<file path="src/rtl/hyp_irq_pkg.sv">
`timescale 1ns/1ps
package hyp_irq_pkg;
  localparam logic [11:0] A_HDELEG  = 12'h603;
  localparam logic [11:0] A_HEN     = 12'h604;
  localparam logic [11:0] A_GEEN    = 12'h607;
  localparam logic [11:0] A_HPEND   = 12'h608;
  localparam logic [11:0] A_HVPEND  = 12'h645;
  localparam logic [11:0] A_GEPEND  = 12'hE12;
  localparam logic [11:0] A_VSEN    = 12'h204;
  localparam logic [11:0] A_VSPEND  = 12'h244;
  localparam logic [11:0] A_VSSCR   = 12'h240;

  // hypervisor bit positions; guest view sits one lower
  localparam int B_SSW  = 2;
  localparam int B_TMR  = 6;
  localparam int B_EXT  = 10;
  localparam int B_SGE  = 12;
  localparam int B_LCOF = 13;
  localparam int VS_SHIFT = 1;

  typedef struct packed {
    logic ext;
    logic tmr;
    logic ssw;
  } vs_bits_t;

  // bits n..1 set
  function automatic logic [63:0] ge_mask_f(int n);
    logic [63:0] m;
    m = '0;
    for (int i = 1; i < 64; i++) if (i <= n) m[i] = 1'b1;
    return m;
  endfunction
endpackage

</file>
<file path="src/rtl/hyp_irq_regs.sv">
`timescale 1ns/1ps
module hyp_irq_regs
  import hyp_irq_pkg::*;
#(
  parameter int XLEN       = 64,
  parameter int GEI_NUM    = 4,
  parameter bit LCOF_DELEG = 1'b0
) (
  input  logic            clk_i,
  input  logic            rst_ni,
  input  logic [11:0]     addr_i,
  input  logic            we_i,
  input  logic [XLEN-1:0] wdata_i,
  output vs_bits_t        deleg_o,
  output logic            deleg_lcof_o,
  output vs_bits_t        hen_o,
  output logic            hen_sge_o,
  output vs_bits_t        hvip_o,
  output logic [XLEN-1:0] geen_o,
  output logic [XLEN-1:0] scratch_o
);
  localparam int LO = B_SSW - VS_SHIFT;
  localparam int MO = B_TMR - VS_SHIFT;
  localparam int HO = B_EXT - VS_SHIFT;

  logic wr_deleg, wr_hen, wr_geen, wr_hpend, wr_hvp, wr_vsen, wr_vspend, wr_scr;

  assign wr_deleg  = we_i && (addr_i == A_HDELEG);
  assign wr_hen    = we_i && (addr_i == A_HEN);
  assign wr_geen   = we_i && (addr_i == A_GEEN);
  assign wr_hpend  = we_i && (addr_i == A_HPEND);
  assign wr_hvp    = we_i && (addr_i == A_HVPEND);
  assign wr_vsen   = we_i && (addr_i == A_VSEN);
  assign wr_vspend = we_i && (addr_i == A_VSPEND);
  assign wr_scr    = we_i && (addr_i == A_VSSCR);

  vs_bits_t deleg_q, hen_q, hvip_q;
  logic     hen_sge_q;
  logic [XLEN-1:0] scratch_q;

  always_ff @(posedge clk_i or negedge rst_ni) begin
    if (!rst_ni) begin
      deleg_q <= '0;
    end else if (wr_deleg) begin
      deleg_q <= '{ext: wdata_i[B_EXT], tmr: wdata_i[B_TMR], ssw: wdata_i[B_SSW]};
    end
  end

  // enable: direct write, or redirected from guest view per delegated bit
  always_ff @(posedge clk_i or negedge rst_ni) begin
    if (!rst_ni) begin
      hen_q     <= '0;
      hen_sge_q <= 1'b0;
    end else if (wr_hen) begin
      hen_q     <= '{ext: wdata_i[B_EXT], tmr: wdata_i[B_TMR], ssw: wdata_i[B_SSW]};
      hen_sge_q <= wdata_i[B_SGE];
    end else if (wr_vsen) begin
      if (deleg_q.ssw) hen_q.ssw <= wdata_i[LO];
      if (deleg_q.tmr) hen_q.tmr <= wdata_i[MO];
      if (deleg_q.ext) hen_q.ext <= wdata_i[HO];
    end
  end

  // virtual pending: three write paths, only ssw reachable through aliases
  always_ff @(posedge clk_i or negedge rst_ni) begin
    if (!rst_ni) begin
      hvip_q <= '0;
    end else if (wr_hvp) begin
      hvip_q <= '{ext: wdata_i[B_EXT], tmr: wdata_i[B_TMR], ssw: wdata_i[B_SSW]};
    end else if (wr_hpend) begin
      hvip_q.ssw <= wdata_i[B_SSW];
    end else if (wr_vspend && deleg_q.ssw) begin
      hvip_q.ssw <= wdata_i[LO];
    end
  end

  always_ff @(posedge clk_i or negedge rst_ni) begin
    if (!rst_ni)     scratch_q <= '0;
    else if (wr_scr) scratch_q <= wdata_i;
  end

  generate
    if (LCOF_DELEG) begin : g_lcof
      logic lcof_q;
      always_ff @(posedge clk_i or negedge rst_ni) begin
        if (!rst_ni)       lcof_q <= 1'b0;
        else if (wr_deleg) lcof_q <= wdata_i[B_LCOF];
      end
      assign deleg_lcof_o = lcof_q;
    end else begin : g_no_lcof
      assign deleg_lcof_o = 1'b0;
    end

    for (genvar g = 0; g < XLEN; g++) begin : g_geen
      if (g >= 1 && g <= GEI_NUM) begin : g_impl
        logic en_q;
        always_ff @(posedge clk_i or negedge rst_ni) begin
          if (!rst_ni)      en_q <= 1'b0;
          else if (wr_geen) en_q <= wdata_i[g];
        end
        assign geen_o[g] = en_q;
      end else begin : g_zero
        assign geen_o[g] = 1'b0;
      end
    end
  endgenerate

  assign deleg_o   = deleg_q;
  assign hen_o     = hen_q;
  assign hen_sge_o = hen_sge_q;
  assign hvip_o    = hvip_q;
  assign scratch_o = scratch_q;
endmodule

</file>
<file path="src/rtl/hyp_irq_pend.sv">
`timescale 1ns/1ps
module hyp_irq_pend
  import hyp_irq_pkg::*;
#(
  parameter int XLEN    = 64,
  parameter int GEI_NUM = 4,
  parameter int VGEIN_W = 6
) (
  input  vs_bits_t           hvip_i,
  input  logic [XLEN-1:0]    geen_i,
  input  logic [XLEN-1:0]    gext_pend_i,
  input  logic [VGEIN_W-1:0] vgein_i,
  input  logic               vs_ext_irq_i,
  input  logic               vs_tmr_irq_i,
  output logic [XLEN-1:0]    gpend_o,
  output vs_bits_t           hpend_o,
  output logic               sgeip_o
);
  localparam logic [XLEN-1:0] GE_MASK = XLEN'(ge_mask_f(GEI_NUM));

  logic sel_line;

  assign gpend_o = gext_pend_i & GE_MASK;
  assign sgeip_o = |(gpend_o & geen_i);

  // selector outside 1..GEI_NUM picks nothing
  always_comb begin
    sel_line = 1'b0;
    for (int i = 1; i <= GEI_NUM; i++) begin
      if (vgein_i == VGEIN_W'(i)) sel_line = gpend_o[i];
    end
  end

  assign hpend_o.ext = hvip_i.ext | sel_line | vs_ext_irq_i;
  assign hpend_o.tmr = hvip_i.tmr | vs_tmr_irq_i;
  assign hpend_o.ssw = hvip_i.ssw;
endmodule

</file>
<file path="src/rtl/hyp_irq_rmux.sv">
`timescale 1ns/1ps
module hyp_irq_rmux
  import hyp_irq_pkg::*;
#(
  parameter int XLEN = 64
) (
  input  logic [11:0]     addr_i,
  input  vs_bits_t        deleg_i,
  input  logic            deleg_lcof_i,
  input  vs_bits_t        hen_i,
  input  logic            hen_sge_i,
  input  vs_bits_t        hvip_i,
  input  vs_bits_t        hpend_i,
  input  logic            sgeip_i,
  input  logic [XLEN-1:0] geen_i,
  input  logic [XLEN-1:0] gpend_i,
  input  logic [XLEN-1:0] scratch_i,
  output logic [XLEN-1:0] rdata_o,
  output logic            unmapped_o
);
  localparam int LO = B_SSW - VS_SHIFT;
  localparam int MO = B_TMR - VS_SHIFT;
  localparam int HO = B_EXT - VS_SHIFT;

  vs_bits_t vs_en, vs_pd;

  assign vs_en = deleg_i & hen_i;
  assign vs_pd = deleg_i & hpend_i;

  always_comb begin
    rdata_o    = '0;
    unmapped_o = 1'b0;
    unique case (addr_i)
      A_HDELEG: begin
        rdata_o[B_SSW]  = deleg_i.ssw;
        rdata_o[B_TMR]  = deleg_i.tmr;
        rdata_o[B_EXT]  = deleg_i.ext;
        rdata_o[B_LCOF] = deleg_lcof_i;
      end
      A_HEN: begin
        rdata_o[B_SSW] = hen_i.ssw;
        rdata_o[B_TMR] = hen_i.tmr;
        rdata_o[B_EXT] = hen_i.ext;
        rdata_o[B_SGE] = hen_sge_i;
      end
      A_GEEN:   rdata_o = geen_i;
      A_GEPEND: rdata_o = gpend_i;
      A_HPEND: begin
        rdata_o[B_SSW] = hpend_i.ssw;
        rdata_o[B_TMR] = hpend_i.tmr;
        rdata_o[B_EXT] = hpend_i.ext;
        rdata_o[B_SGE] = sgeip_i;
      end
      A_HVPEND: begin
        rdata_o[B_SSW] = hvip_i.ssw;
        rdata_o[B_TMR] = hvip_i.tmr;
        rdata_o[B_EXT] = hvip_i.ext;
      end
      A_VSEN: begin
        rdata_o[LO] = vs_en.ssw;
        rdata_o[MO] = vs_en.tmr;
        rdata_o[HO] = vs_en.ext;
      end
      A_VSPEND: begin
        rdata_o[LO] = vs_pd.ssw;
        rdata_o[MO] = vs_pd.tmr;
        rdata_o[HO] = vs_pd.ext;
      end
      A_VSSCR:  rdata_o = scratch_i;
      default:  unmapped_o = 1'b1;
    endcase
  end
endmodule

</file>
<file path="src/rtl/hyp_irq_csr.sv">
`timescale 1ns/1ps
module hyp_irq_csr
  import hyp_irq_pkg::*;
#(
  parameter int XLEN       = 64,
  parameter int GEI_NUM    = 4,
  parameter int VGEIN_W    = 6,
  parameter bit LCOF_DELEG = 1'b0
) (
  input  logic               clk_i,
  input  logic               rst_ni,
  input  logic [11:0]        csr_addr_i,
  input  logic               csr_we_i,
  input  logic [XLEN-1:0]    csr_wdata_i,
  output logic [XLEN-1:0]    csr_rdata_o,
  output logic               csr_unmapped_o,
  input  logic [XLEN-1:0]    gext_pend_i,
  input  logic [VGEIN_W-1:0] vgein_i,
  input  logic               vs_ext_irq_i,
  input  logic               vs_tmr_irq_i,
  output logic [XLEN-1:0]    hip_o
);
  vs_bits_t deleg, hen, hvip, hpend;
  logic deleg_lcof, hen_sge, sgeip;
  logic [XLEN-1:0] geen, gpend, scratch;

  hyp_irq_regs #(.XLEN(XLEN), .GEI_NUM(GEI_NUM), .LCOF_DELEG(LCOF_DELEG)) i_regs (
    .clk_i        (clk_i),
    .rst_ni       (rst_ni),
    .addr_i       (csr_addr_i),
    .we_i         (csr_we_i),
    .wdata_i      (csr_wdata_i),
    .deleg_o      (deleg),
    .deleg_lcof_o (deleg_lcof),
    .hen_o        (hen),
    .hen_sge_o    (hen_sge),
    .hvip_o       (hvip),
    .geen_o       (geen),
    .scratch_o    (scratch)
  );

  hyp_irq_pend #(.XLEN(XLEN), .GEI_NUM(GEI_NUM), .VGEIN_W(VGEIN_W)) i_pend (
    .hvip_i       (hvip),
    .geen_i       (geen),
    .gext_pend_i  (gext_pend_i),
    .vgein_i      (vgein_i),
    .vs_ext_irq_i (vs_ext_irq_i),
    .vs_tmr_irq_i (vs_tmr_irq_i),
    .gpend_o      (gpend),
    .hpend_o      (hpend),
    .sgeip_o      (sgeip)
  );

  hyp_irq_rmux #(.XLEN(XLEN)) i_rmux (
    .addr_i       (csr_addr_i),
    .deleg_i      (deleg),
    .deleg_lcof_i (deleg_lcof),
    .hen_i        (hen),
    .hen_sge_i    (hen_sge),
    .hvip_i       (hvip),
    .hpend_i      (hpend),
    .sgeip_i      (sgeip),
    .geen_i       (geen),
    .gpend_i      (gpend),
    .scratch_i    (scratch),
    .rdata_o      (csr_rdata_o),
    .unmapped_o   (csr_unmapped_o)
  );

  always_comb begin
    hip_o        = '0;
    hip_o[B_SSW] = hpend.ssw;
    hip_o[B_TMR] = hpend.tmr;
    hip_o[B_EXT] = hpend.ext;
    hip_o[B_SGE] = sgeip;
  end
endmodule

</file>
<file path="config.mk">
export PLATFORM = sky130hd
export DESIGN_NAME = hyp_irq_csr
export DESIGN_NICKNAME = d
export VERILOG_FILES = /design/src/rtl/hyp_irq_pkg.sv /design/src/rtl/hyp_irq_regs.sv /design/src/rtl/hyp_irq_pend.sv /design/src/rtl/hyp_irq_rmux.sv /design/src/rtl/hyp_irq_csr.sv
export SDC_FILE = /design/constraint.sdc
export NUM_CORES = 1
export LEC_CHECK = 0
export ABC_CLOCK_PERIOD_IN_PS = 3250
export BUFFER_PORTS_ARGS = -buffer_cell sky130_fd_sc_hd__buf_4
export CORE_AREA = 2 2 135 104
export DETAILED_ROUTE_END_ITERATION = 8
export DIE_AREA = 0 0 137 106
export PLACE_DENSITY = 0.83
export SLEW_MARGIN = 10
export SYNTH_ARGS = -nofsm -noshare
export SYNTH_HDL_FRONTEND = slang
export SYNTH_HIERARCHICAL = 1
export SYNTH_SLANG_ARGS = --single-unit
</file>
<file path="constraint.sdc">
create_clock -name clk_i -period 3.25 [get_ports clk_i]
set_input_delay 0.325 -clock clk_i [delete_from_list [all_inputs] [get_ports clk_i]]
set_output_delay 0.325 -clock clk_i [all_outputs]
set_load 0.005 [all_outputs]
</file>
==> results_dict.tcl, run 1 <==
set metrics [dict create \
    fmax_ghz 0.390 \
    htree_levels 3 \
    regArea_mm2 0.00195 \
    cts_tree "built" \
    crit_path_start_kind "input port" \
    grt_max_degree 79 \
    dpl-instance-area_mm2 0.00674 \
    antenna_found_initial 0 \
    required_ps 2920 \
    n_antenna_cell 0 \
    rsz0062_at_grt "no" \
    drv_slew 0 \
    post-route-min-period_ps 2560 \
    syn_inst 651 \
    drv_cap 0 \
    hold_buffers 0 \
    fin_cells 966 \
    r2r_cells 4 \
    setup-tns-final_ps 0 \
    reg2reg_setup_slack_ps 1720 \
    reg2reg_from "i_regs/deleg_o[0]" \
    num-fill-cells 1236 \
    clockRootBuffer "clkbuf_16" \
    dp_hpwl_um 9680 \
    cp_max_fo 15 \
    grt_util_all_layers_pct 18.9 \
    ys_types 51 \
    synth-edff-count 0 \
    antenna_left 0 \
    cts_resized 0 \
    period_share_pct 78.9 \
    mostFrequentLayoutCells "181 x conb_1, 164 x buf_4, 103 x nand2_1, 85 x mux2_2, 78 x dfrtp_1" \
    synth-warning-count 6 \
    boundaryPins 280 \
    fp.dieW_um 137 \
    area_growth_syn_to_layout_pct 12.8 \
    drtPass1Iterations 5 \
    setup-violations-final 0 \
    final_layout_size_suffix_gt1_share_pct 35.8 \
    synthesis.area_mm2 0.00624 \
    post_drt_wl_per_cell_um 14.0 \
    ys_ff_latch 78 \
    worstMarginPinSlew_ps 1000 \
    reg2reg_to "i_regs/hvip_o[0]" \
    final_common_cell "conb_1" \
    final_area_mm2 0.00704 \
    crit_path_max_incr_delay_ps 710 \
    arrival_ps 2240 \
    max_slew_margin_pct 33.2 \
    grt_remaining_overflow 0 \
    synth_flop_cell "dfrtp_1" \
    routabilityCongestion 0.875 \
    path_class "input port to output pin" \
    ir_drop_uv 229 \
    wirelength_um 13600 \
    cpMaxStageDelayCell "or4b_2" \
    die_area_mm2 0.0145 \
    hold_violations 0 \
    first_global_vias 4315 \
    end_kind "output pin" \
    cpMostUsedCell "buf_4" \
    grt_first_pass_wirelength_um 21600 \
    cts.clk_slew.worst_paths_ps 60 \
    rows 37 \
    ys_async_sr_fraction_pct 100 \
    ys_seq_area_share_pct 31.3 \
    clockBufferDepth 2 \
    min_path_type "input port to async pin" \
    post-cts-setup-buffers 0 \
    nets 937 \
    place_inst 950 \
    vias 4527 \
    drc 0 \
    status "finished, final reports clean" \
    path_cells "buf_4, or4b_2, nor4_4, buf_4, a32oi_1, nand2_1, buf_4" \
    avgSynthCellArea_um2 9.58 \
    routed_via_density 4.69 \
    pwr_density_cell_mw_per_mm2 315 \
    multi_input_area_mm2 0.00326 \
    cp.buffers_inverters 3 \
    die_height_um 106 \
    cts_made_buffers 9 \
    finalPower_mw 2.21 \
    p_leak_nw 3.91 \
    numPortBuffers 159 \
    finClkSkew_ps 2.50 \
    core_area_mm2 0.0133 \
    drtIter0Drc 294 \
    path_delay_family "simple AND/OR/NAND/NOR gates" \
    clock_latency_ps 330 \
    start_util_pct 46.8 \
    clkSinkCount 78 \
]
-- power breakdown --
part,internal [mW],switching [mW],total [mW]
registers,0.975,0.00246,0.978
clock network,0.621,0.402,1.02
logic,0.0962,0.117,0.213
-- worst max-delay path by stage --
stage	startpoint	endpoint	cells past startpoint
6_report	csr_addr_i[5]	csr_rdata_o[1]	7
5_1_grt	csr_addr_i[5]	csr_rdata_o[1]	7
2_1_floorplan	csr_addr_i[3]	csr_rdata_o[3]	7
4_1_cts	csr_addr_i[5]	csr_rdata_o[1]	7
3_5_place_dp	csr_addr_i[5]	csr_rdata_o[1]	7
3_3_place_gp	csr_addr_i[5]	csr_rdata_o[1]	7
-- metrics by stage --
| step | hold WS, ps | worst slack (ps) | util [%] |
|---|---|---|---|
| 6_report | 172 | 685 | 52.8 |
| 5_1_grt | 205 | 588 | 52.8 |
| 3_5_place_dp | 493 | 696 | 50.5 |
| 3_3_place_gp | 487 | 682 | 50.5 |
| 2_1_floorplan | 29.4 | 1130 | - |
| 4_1_cts | 204 | 686 | 52.8 |
-- area by class of cell --
type | count | area share, %
Inverter | 8 | 0.427
Timing Repair Buffer | 166 | 18.1
Multi-Input combinational cell | 523 | 46.4
Clock inverter | 4 | 0.782
Tap cell | 175 | 3.11
Sequential cell | 78 | 27.7
Clock buffer | 12 | 3.50
-- synth_stat cells, drive strengths merged (3+ instances only) --
library cell / instances / area [um2]
buf: 208 / 1560
nand2: 103 / 387
mux2: 85 / 957
dfrtp: 78 / 1950
a22oi: 57 / 433
clkbuf: 12 / 105
a222oi: 9 / 90.1
a32oi: 9 / 78.8
inv: 8 / 30.0
nand3: 6 / 30.0
nor2: 6 / 22.5
nor4: 6 / 73.8
o21ai: 6 / 30.0
nor3: 5 / 36.3
a21oi: 4 / 20.0
and4bb: 4 / 50.1
nand2b: 4 / 32.5
a22o: 3 / 26.3
conb: 3 / 11.3
nand4: 3 / 18.8
nor2b: 3 / 18.8
nor4b: 3 / 26.3
or2: 3 / 18.8
-- layer usage --
layer | vias up | track usage [%] | part of all wire, %
met5 | - | 0 | 0
met4 | 0 | 4.71 | 1.3
met3 | 16 | 6.15 | 9.4
met2 | 194 | 30.2 | 47
met1 | 2133 | 24.6 | 42
li1 | 2184 | - | -
-- cells by family after synthesis --
logic type	synth area share, %
muxes	15.5
DFF	31.3
AOI/OAI and AO/OA	11.9
and+or+nand+nor	13.9
other	0.181
buffers and inverters	27.2
-- worst reg2reg max path, stage by stage, from the launching register on --
cell     delay (ps)
dfrtp_1         420
nor4b_1         300
nand4_1         150
mux2_2          290
mux2_2          260
-- flip-flops by register name, indices dropped and copies added, names as in the netlist --
| name | flops |
|---|---|
| i_regs/g_geen.g_impl.en_q | 4 |
| i_regs/deleg_o | 3 |
| i_regs/hen_sge_o | 1 |
| i_regs/hvip_o | 3 |
| i_regs/scratch_o | 64 |
| i_regs/hen_o | 3 |
Note: power is estimated with default switching activity, not from simulation.
==> run 2, diff against run 1 <==
Settings changed: ABC_AREA set to 1, ABC_CLOCK_PERIOD_IN_PS 3250 to 2700, CORE_AREA 2 2 135 104 to 2 2 141 109, DIE_AREA 0 0 137 106 to 0 0 143 111, PLACE_DENSITY 0.83 to 0.81.
Clock period 3.25 ns to 2.7 ns, I/O delays scaled along.
==> run 2 against run 1 <==
Effect of this change: cell count grew 42%; sequential share of layout area shrank 2.0 points; register-to-register slack lost 170 ps; clock-buffer cell count is the same; worst setup slack lost 1.6 ps; area after synthesis grew 9.2%; utilization shrank 1.2 points; worst hold slack lost 85 ps; synthesized cell count grew 58%; via count grew 34%; critical path type unchanged.
==> results_dict.tcl, run 2 <==
set metrics [dict create \
    period_share_pct 74.7 \
    met2_length_um 7390 \
    grt_util_all_layers_pct 20.4 \
    multi_input_area_mm2 0.00359 \
    grt_first_pass_wirelength_um 26100 \
    post-route-min-period_ps 2020 \
    clockRootBuffer "clkbuf_16" \
    htree_levels 3 \
    cts.clk_slew.worst_paths_ps 60 \
    die_area_mm2 0.0159 \
    cts_made_buffers 9 \
    dp_hpwl_um 12000 \
    drtIter0Drc 313 \
    r2r_cells 7 \
    clkPwrFrac_pct 46.2 \
    antenna_found_initial 0 \
    ys_types 25 \
    post_drt_wl_per_cell_um 11.8 \
    pwr_density_cell_mw_per_mm2 358 \
    end_kind "output pin" \
    rsz0062_at_grt "no" \
    routed_via_density 4.43 \
    p_sw_uw 665 \
    final_layout_size_suffix_gt1_share_pct 19.8 \
    worstMarginPinSlew_ps 1040 \
    ys_async_sr_fraction_pct 100 \
    vias 6061 \
    dr_wl_met3_um 969 \
    mostFrequentLayoutCells "384 x nand2_1, 181 x conb_1, 170 x buf_4, 147 x nand3_1, 78 x dfrtp_1" \
    setup-violations-final 0 \
    clock_latency_ps 330 \
    drtPass1Iterations 5 \
    nets 1308 \
    reg2reg_setup_slack_ps 1550 \
    num-fill-cells 1528 \
    area_growth_syn_to_layout_pct 11.4 \
    worstSetupStartpoint "csr_addr_i[5]" \
    crit_path_start_kind "input port" \
    hold_violations 0 \
    seqPwrFrac_pct 43.3 \
    p_int_mw 2.05 \
    clockBufferDepth 2 \
    start_util_pct 46.4 \
    fp.dieW_um 143 \
    clkSinkCount 78 \
    required_ps 2430 \
    synth-warning-count 6 \
    boundaryPins 280 \
    met1_length_um 7690 \
    reg2reg_from "i_regs/deleg_o[0]" \
    combinationalPowerShare_pct 10.4 \
    grt_max_degree 79 \
    p_leak_nw 4.34 \
    top_layer_used "met4" \
    synthesis.area_mm2 0.00681 \
    ir_drop_uv 294 \
    drc 0 \
    hold_slack_ps 86.5 \
    arrival_ps 1750 \
    yosys.area.top_type "dfrtp_1" \
    routabilityCongestion 0.932 \
    final_common_cell "nand2_1" \
    ys_ff_latch 78 \
    yosys-top-cells-count "384 x nand2_1, 195 x buf_4, 147 x nand3_1, 78 x dfrtp_1, 60 x nor2_1" \
    cts_resized 0 \
    hold_buffers 0 \
    synth_flop_cell "dfrtp_1" \
    first_global_vias 5395 \
    antenna_left 0 \
    cp_max_fo 29 \
    path_class "input port to output pin" \
    syn_inst 1028 \
    avgSynthCellArea_um2 6.62 \
    die_height_um 111 \
    grt_remaining_overflow 0 \
    synth_top_area_share_pct 28.7 \
    max_slew_margin_pct 30.5 \
    ys_seq_area_share_pct 28.7 \
    rows 39 \
    core_area_mm2 0.0147 \
    largest_register_ffs 64 \
    drv_cap 0 \
    numPortBuffers 159 \
    swShare_pct 24.5 \
    fmax_ghz 0.496 \
    ys_top_cells_by_area "dfrtp_1 29%, buf_4 21%, nand2_1 21%, nand3_1 11%, nor2_1 3.3%" \
    wirelength_um 16200 \
    n_antenna_cell 0 \
    post-cts-setup-buffers 0 \
    cts_tree "built" \
    synth.most_common_cell "nand2_1" \
    synth-edff-count 0 \
    min_path_type "input port to async pin" \
    setup-tns-final_ps 0 \
    finClkSkew_ps 4.91 \
    regArea_mm2 0.00195 \
    drv_slew 0 \
    status "finished, final reports clean" \
]
## run 2: cell types whose count changed after synthesis, moves of 9 or more
cell	delta
nand2_2	+16
mux2_2	-85
a222oi_1	-9
nand4_1	+13
a22oi_1	-56
buf_6	+11
o21ai_2	+9
nand3_1	+141
a32oi_1	-9
inv_1	+37
nor2_1	+54
nand2_1	+281
## run 2: area by class of cell
type / instances / share of cell area, %
Multi-Input combinational cell: 846 / 47.4
Tap cell: 205 / 3.38
Timing Repair Buffer: 170 / 16.8
Clock buffer: 12 / 3.38
Inverter: 52 / 2.57
Clock inverter: 4 / 0.709
Sequential cell: 78 / 25.7
## run 2: layer usage
layer  track usage, %  vias to the layer above
met5                0                        -
met4             4.16                        0
met3             3.89                       14
met2             31.7                      196
met1             29.4                     2736
li1                 -                     3115
## run 2: worst max-delay path, cell delays in order
cell and delay, ps:
buf_4 130, inv_1 60, nand2_1 110, nor2_2 230, nand3_2 170, inv_2 90
buf_4 340, nand2_1 90, nand3_1 110, buf_4 120
## run 2: power by group through the flow
stage          combinational [mW]  clock [mW]  sequential (mW)
2_1_floorplan               0.309           0             1.20
3_5_place_dp                0.280           0             1.20
5_1_grt                     0.323        1.34             1.18
6_report                    0.284        1.26             1.18
4_1_cts                     0.281        1.30             1.18
3_3_place_gp                0.278           0             1.20
## run 2: cell families (layout without fill, tap and decap cells)
group,after synthesis,after routing,synth area share [%]
other cells,3,181,0.165
compound gates,27,27,2.50
simple gates,638,638,40.2
flops,78,78,28.7
buf+inv,282,238,28.5
## run 2: path summary, 6_finish.rpt
kind / end
max in group asynchronous: i_regs/scratch_o[24]
min in group clk_i: i_regs/scratch_o[33]
worst min-delay path: i_regs/scratch_o[35]
worst max register to register: i_regs/hvip_o[0]
worst min register to register: i_regs/scratch_o[29]
worst max-delay path: csr_rdata_o[24]
## run 2: metrics by stage
stage                     std cells  power [mW]  utilization [%]  worst slack, ps  area (um2)
after CTS                      1367        2.76             51.6              696        7580
after detailed placement       1351        1.48             49.5              701        7270
after global placement         1351        1.48             49.5              707        7270
after global routing           1367        2.84             51.6              553        7580
final                          1367        2.72             51.6              684        7580
after floorplan                1206        1.51                -             1240        7480
